File: src/rtl/wdg_pkg.sv
package wdg_pkg;
  localparam int ADDR_W = 5;
  localparam logic [ADDR_W-1:0] OFS_COUNT  = 5'h00;
  localparam logic [ADDR_W-1:0] OFS_THRESH = 5'h04;
  localparam logic [ADDR_W-1:0] OFS_ENABLE = 5'h08;
  localparam logic [ADDR_W-1:0] OFS_KEY    = 5'h0C;
  localparam logic [ADDR_W-1:0] OFS_STATUS = 5'h10;
  localparam int ST_EARLY_BIT  = 8;
  localparam int ST_EXPIRE_BIT = 9;
  localparam int NUM_IRQ = 2;
endpackage

File: src/rtl/wdg_key_gate.sv
module wdg_key_gate #(
  parameter int DATA_W = 32,
  parameter logic [DATA_W-1:0] KEY = 32'hF1D0DEAD
) (
  input  logic                      clk,
  input  logic                      rst,
  input  logic                      wr_i,
  input  logic [wdg_pkg::ADDR_W-1:0] addr_i,
  input  logic [DATA_W-1:0]         wdata_i,
  output logic                      unlock_o
);
  logic armed_q;

  // Any write uses up the key; only a key write re-arms the gate.
  always_ff @(posedge clk) begin
    if (rst) armed_q <= 1'b0;
    else if (wr_i) armed_q <= (addr_i == wdg_pkg::OFS_KEY) && (wdata_i == KEY);
  end

  assign unlock_o = armed_q;
endmodule

File: src/rtl/wdg_counter.sv
module wdg_counter #(
  parameter int DATA_W = 32
) (
  input  logic              clk,
  input  logic              rst,
  input  logic              run_i,
  input  logic              load_i,
  input  logic [DATA_W-1:0] load_val_i,
  output logic [DATA_W-1:0] count_o,
  output logic              zero_o
);
  logic [DATA_W-1:0] cnt_q;

  always_ff @(posedge clk) begin
    if (rst) cnt_q <= '1;
    else if (load_i) cnt_q <= load_val_i;
    else if (run_i && (cnt_q != '0)) cnt_q <= cnt_q - 1'b1;
  end

  assign count_o = cnt_q;
  assign zero_o  = (cnt_q == '0);
endmodule

File: src/rtl/wdg_status.sv
module wdg_status #(
  parameter int N = 2
) (
  input  logic         clk,
  input  logic         rst,
  input  logic [N-1:0] set_i,
  input  logic [N-1:0] clr_i,
  output logic [N-1:0] stat_o
);
  for (genvar i = 0; i < N; i++) begin : g_bit
    logic bit_q;
    // A set and a clear on the same edge: the set wins.
    always_ff @(posedge clk) begin
      if (rst) bit_q <= 1'b0;
      else if (set_i[i]) bit_q <= 1'b1;
      else if (clr_i[i]) bit_q <= 1'b0;
    end
    assign stat_o[i] = bit_q;
  end
endmodule

File: src/rtl/guard_timer.sv
module guard_timer #(
  parameter int DATA_W = 32,
  parameter logic [DATA_W-1:0] KEY = 32'hF1D0DEAD
) (
  input  logic                       clk,
  input  logic                       rst,
  input  logic                       bus_wr,
  input  logic [wdg_pkg::ADDR_W-1:0] bus_addr,
  input  logic [DATA_W-1:0]          bus_wdata,
  output logic [DATA_W-1:0]          bus_rdata,
  output logic                       irq_early,
  output logic                       irq_expire
);
  import wdg_pkg::*;

  logic              key_ok;
  logic              wr_count, wr_thresh, wr_enable, wr_status;
  logic [DATA_W-1:0] thresh_q;
  logic              enable_q;
  logic [DATA_W-1:0] count;
  logic              count_zero;
  logic [NUM_IRQ-1:0] st_set, st_clr, st_q;

  wdg_key_gate #(.DATA_W(DATA_W), .KEY(KEY)) u_key (
    .clk(clk), .rst(rst), .wr_i(bus_wr), .addr_i(bus_addr),
    .wdata_i(bus_wdata), .unlock_o(key_ok)
  );

  assign wr_count  = bus_wr && key_ok && (bus_addr == OFS_COUNT);
  assign wr_thresh = bus_wr && key_ok && (bus_addr == OFS_THRESH);
  assign wr_enable = bus_wr && key_ok && (bus_addr == OFS_ENABLE);
  assign wr_status = bus_wr && (bus_addr == OFS_STATUS);

  always_ff @(posedge clk) begin
    if (rst) begin
      thresh_q <= '0;
      enable_q <= 1'b0;
    end else begin
      if (wr_thresh) thresh_q <= bus_wdata;
      if (wr_enable) enable_q <= bus_wdata[0];
    end
  end

  wdg_counter #(.DATA_W(DATA_W)) u_cnt (
    .clk(clk), .rst(rst), .run_i(enable_q), .load_i(wr_count),
    .load_val_i(bus_wdata), .count_o(count), .zero_o(count_zero)
  );

  // Status index 0 is the early warning, index 1 is expiry.
  assign st_set[0] = enable_q && (thresh_q != '0) && (count == thresh_q);
  assign st_set[1] = enable_q && count_zero;
  assign st_clr[0] = wr_status && bus_wdata[ST_EARLY_BIT];
  assign st_clr[1] = wr_status && bus_wdata[ST_EXPIRE_BIT];

  wdg_status #(.N(NUM_IRQ)) u_st (
    .clk(clk), .rst(rst), .set_i(st_set), .clr_i(st_clr), .stat_o(st_q)
  );

  assign irq_early  = st_q[0];
  assign irq_expire = st_q[1];

  always_ff @(posedge clk) begin
    if (rst) bus_rdata <= '0;
    else begin
      bus_rdata <= '0;
      case (bus_addr)
        OFS_COUNT:  bus_rdata <= count;
        OFS_THRESH: bus_rdata <= thresh_q;
        OFS_ENABLE: bus_rdata[0] <= enable_q;
        OFS_STATUS: begin
          bus_rdata[ST_EARLY_BIT]  <= st_q[0];
          bus_rdata[ST_EXPIRE_BIT] <= st_q[1];
        end
        default: bus_rdata <= '0;
      endcase
    end
  end
endmodule

File: config.mk
export PLATFORM = sky130hd
export DESIGN_NAME = guard_timer
export DESIGN_NICKNAME = d
export VERILOG_FILES = /design/src/rtl/wdg_pkg.sv /design/src/rtl/wdg_key_gate.sv /design/src/rtl/wdg_counter.sv /design/src/rtl/wdg_status.sv /design/src/rtl/guard_timer.sv
export SDC_FILE = /design/constraint.sdc
export NUM_CORES = 1
export LEC_CHECK = 0
export ABC_AREA = 1
export CAP_MARGIN = 20
export CORE_MARGIN = 2
export CORE_UTILIZATION = 45
export CTS_BUF_LIST = sky130_fd_sc_hd__clkbuf_8
export DETAILED_ROUTE_END_ITERATION = 8
export PLACE_DENSITY = 0.68
export SLEW_MARGIN = 20
export SYNTH_ARGS = -nofsm -noshare
export SYNTH_HDL_FRONTEND = slang
export SYNTH_SLANG_ARGS = --single-unit
File: constraint.sdc
create_clock -name clk -period 2.24 [get_ports clk]
set_input_delay 0.336 -clock clk [delete_from_list [all_inputs] [get_ports clk]]
set_output_delay 0.336 -clock clk [all_outputs]
set_load 0.01 [all_outputs]
==> impl_results.md <==
- Grt ovf: 0
- Synth top area share: 36.8%
- WL met1: 8010 microns
- Utilization after layout: 56.2%
- Vias in the first global route: 5387
- Core ar.: 0.0119 sq mm
- EDFF count, synth: 0
- Synthesized flop and latch total: 100
- Clock Latency Late Sink: 0.40 ns
- Most common cell in the synthesized netlist: nand2_1
- Comb pwr share: 6.2%
- Hold Buf Count CTS: 0
- Synthesized area per cell: 6.34 sq um
- Vias/cell: 5.28
- Drt total wl: 17300 microns
- Worst r2r src: u_cnt.count_o[0]$_SDFFE_PP1P_
- TNS Setup: 0 ns
- PnR worst setup slack: 0.326 ns
- Hold_sp: rst
- Setup crit start kind: flop
- Synth area leaders: dfxtp_1 37%, nand2_1 18%, a21oi_1 8.0%, nor2_1 7.6%, nand3_1 5.4%
- Hold crit path type: input port to flop
- Chip width: 114 microns
- Tot Pwr: 3.21 mW
- Clock Path Buffers: 2
- P per Cell Area: 480 mW/mm^2
- Hold Vio Cnt, Final: 0
- CTS Sinks: 100
- VDD IR-drop max: 220 uV
- Clk_skew: 0.0142 ns
- Hpwl dp: 12500 microns
- Pin count of the biggest net entering global routing: 33
- DRC: 0
- Clk pwr share: 38.2%
- Die area: 0.0130 sq mm
- Async set-reset flop share out of synthesis: 0%
- Least-Margin Pin Slew: 0.613 ns
- Unrepaired setup endpoints after global routing: false
- Antenna violations before repair: 0
- Max-slew violation count: 0
- Antenna Nets Post-Route: 0
- Drt wl/cell: 15.8 microns
- P_sw: 765 uW
- Total GRT Usage: 27.3%
- Post-Synthesis Net Count: 900
- CP required: 2.58 ns
- N_diodes: 0
- Arr. time, crit path: 2.26 ns
- DP Worst Slack: -0.0924 ns
- Setup bufs post-CTS: 0
- WS Path Type: flop to flop
- Yosys warns: 0
- Setup crit end kind: flop
- Cell taking the most area after synthesis: dfxtp_1
- Drt pass-1 iters: 6
- Relative slew margins: 59.0%
- Tmin final: 1.91 ns
- Nets@finish: 985
- CTS H-tree lvls: 3
- Post-Synthesis Cells: 859
- Area growth, synth to finish: 22.9%
- Met3 routed WL: 1260 microns
- DIE HEIGHT: 114 microns
- Register area share after synthesis: 36.8%
- DR WL met2: 7560 microns
- Clock Tree Root: clkbuf_8
- Internal power: 2.45 mW
- Worst hold slack: 0.385 ns
- Fin crit share: 85.4%
- Max-Cap Viols: 0
- DR iter-0 viols: 485
- Outcome: finished clean
- Leading cell types by count after synthesis: 263 x nand2_1, 110 x nor2_1, 100 x dfxtp_1
- Via Count: 5783
- Post-Syn Area: 0.00545 sq mm
- Highest metal used: met4
- Finish-stage setup viols: 0
- Layout cells sized above 1: 8.85%
- Worst-path clk slew: 0.10 ns
- Leakage Power: 2.90 nW
- Worst Path Max Fanout: 15
- I/O pin cnt: 74
- Crit path from: u_cnt.count_o[0]$_SDFFE_PP1P_
- Main synth FF type: dfxtp_1
- CTS tree: yes
- Sequential Power Share: 55.5%
- Port bufs: 73
- Sw frac: 23.8%
- Routability cong.: 0.982
- Num CTS Buffers: 9
- # rows: 40
- Unique masters post-synth: 30
- Initial core utilization: 45.7%
- Fmax: 0.523 GHz
- Global-route wire length before repair: 27600 microns
==> registers in the layout (all words and copies together), names as in the netlist <==
name / cells
u_st.g_bit.bit_q: 2
u_cnt.count_o: 32
thresh_q: 32
u_key.unlock_o: 1
bus_rdata: 32
enable_q: 1
==> through the flow <==
step           std cells  area, sq um
2_1_floorplan        859         5450
3_3_place_gp        1079         6470
3_5_place_dp        1079         6470
4_1_cts             1095         6680
5_1_grt             1096         6690
6_report            1096         6690
==> final timing paths <==
| check | slack [ns] | cells after the start | endpoint |
|---|---|---|---|
| worst max-delay path | 0.33 | 10 | u_cnt.count_o[29]$_SDFFE_PP1P_ |
| worst min-delay path | 0.39 | 4 | u_cnt.count_o[8]$_SDFFE_PP1P_ |
| worst max register to register | 0.33 | 10 | u_cnt.count_o[29]$_SDFFE_PP1P_ |
| worst min register to register | 0.48 | 2 | u_key.unlock_o$_SDFFE_PP0P_ |
==> per-layer routing <==
layer  global-route usage, %  vias to the layer above
li1                        -                     2872
met1                    38.7                     2632
met2                    41.5                      251
met3                    5.05                       28
met4                    10.0                        0
met5                       0                        -
==> cells by family after synthesis <==
| group | after synthesis | synth area share [%] |
|---|---|---|
| flops | 100 | 36.8 |
| buf+inv | 123 | 9.33 |
| simple gates | 469 | 36.0 |
| fa+ha+maj | 1 | 0.230 |
| compound gates | 136 | 12.8 |
| xor+xnor | 30 | 4.83 |
==> what timing repair did <==
action	4_1_cts	5_1_grt
endpoints found under the hold margin	0	0
resized for setup	0	2
endpoints found under the setup margin	0	21
==> worst max-delay path, cell delays in order, from the launching register on <==
cell and delay [ns]:
dfxtp_1 0.32, inv_1 0.09, ha_1 0.21, nand3_2 0.13, nor2_4 0.14, nand2_2 0.09
nor2_4 0.12, nor2_2 0.10, nor2_4 0.45, nand2_1 0.10, nand3_1 0.10
==> power by group through the flow <==
stage	registers [mW]	logic, mW	clock network [mW]
global placement	1.82	0.198	0
floorplan	1.83	0.0657	0
finish	1.78	0.200	1.23
global route	1.78	0.215	1.30
detailed placement	1.82	0.196	0
CTS	1.78	0.198	1.23
==> layout by cell type, fill, tap and decap left out, drive strengths merged <==
cell type / netlist / final
nand2: 267 / 267
nor2: 125 / 126
dfxtp: 100 / 100
a21oi: 87 / 87
inv: 81 / 82
clkdlybuf4s50: 0 / 72
nand3: 60 / 60
o21ai: 45 / 45
buf: 17 / 42
xor2: 15 / 15
xnor2: 15 / 15
clkbuf: 24 / 11
nand4: 7 / 7
nor3: 6 / 6
clkinv: 1 / 3
o221ai: 2 / 2
nor3b: 2 / 2
o211ai: 1 / 1
or2: 1 / 1
o311a: 1 / 1
nor4: 1 / 1
ha: 1 / 1
clkinvlp: 0 / 1
bufinv: 0 / 1
==> layout make-up <==
| class | instances | area [sq um] |
|---|---|---|
| timing repair buffer | 114 | 1050 |
| tap | 147 | 184 |
| inverter | 82 | 308 |
| clock buffer | 11 | 151 |
| multi-input combinational | 637 | 2950 |
| sequential | 100 | 2000 |
| clock inverter | 5 | 51.3 |
| fill | 1197 | 5220 |
No activity file was read; power rests on OpenSTA's default activity.
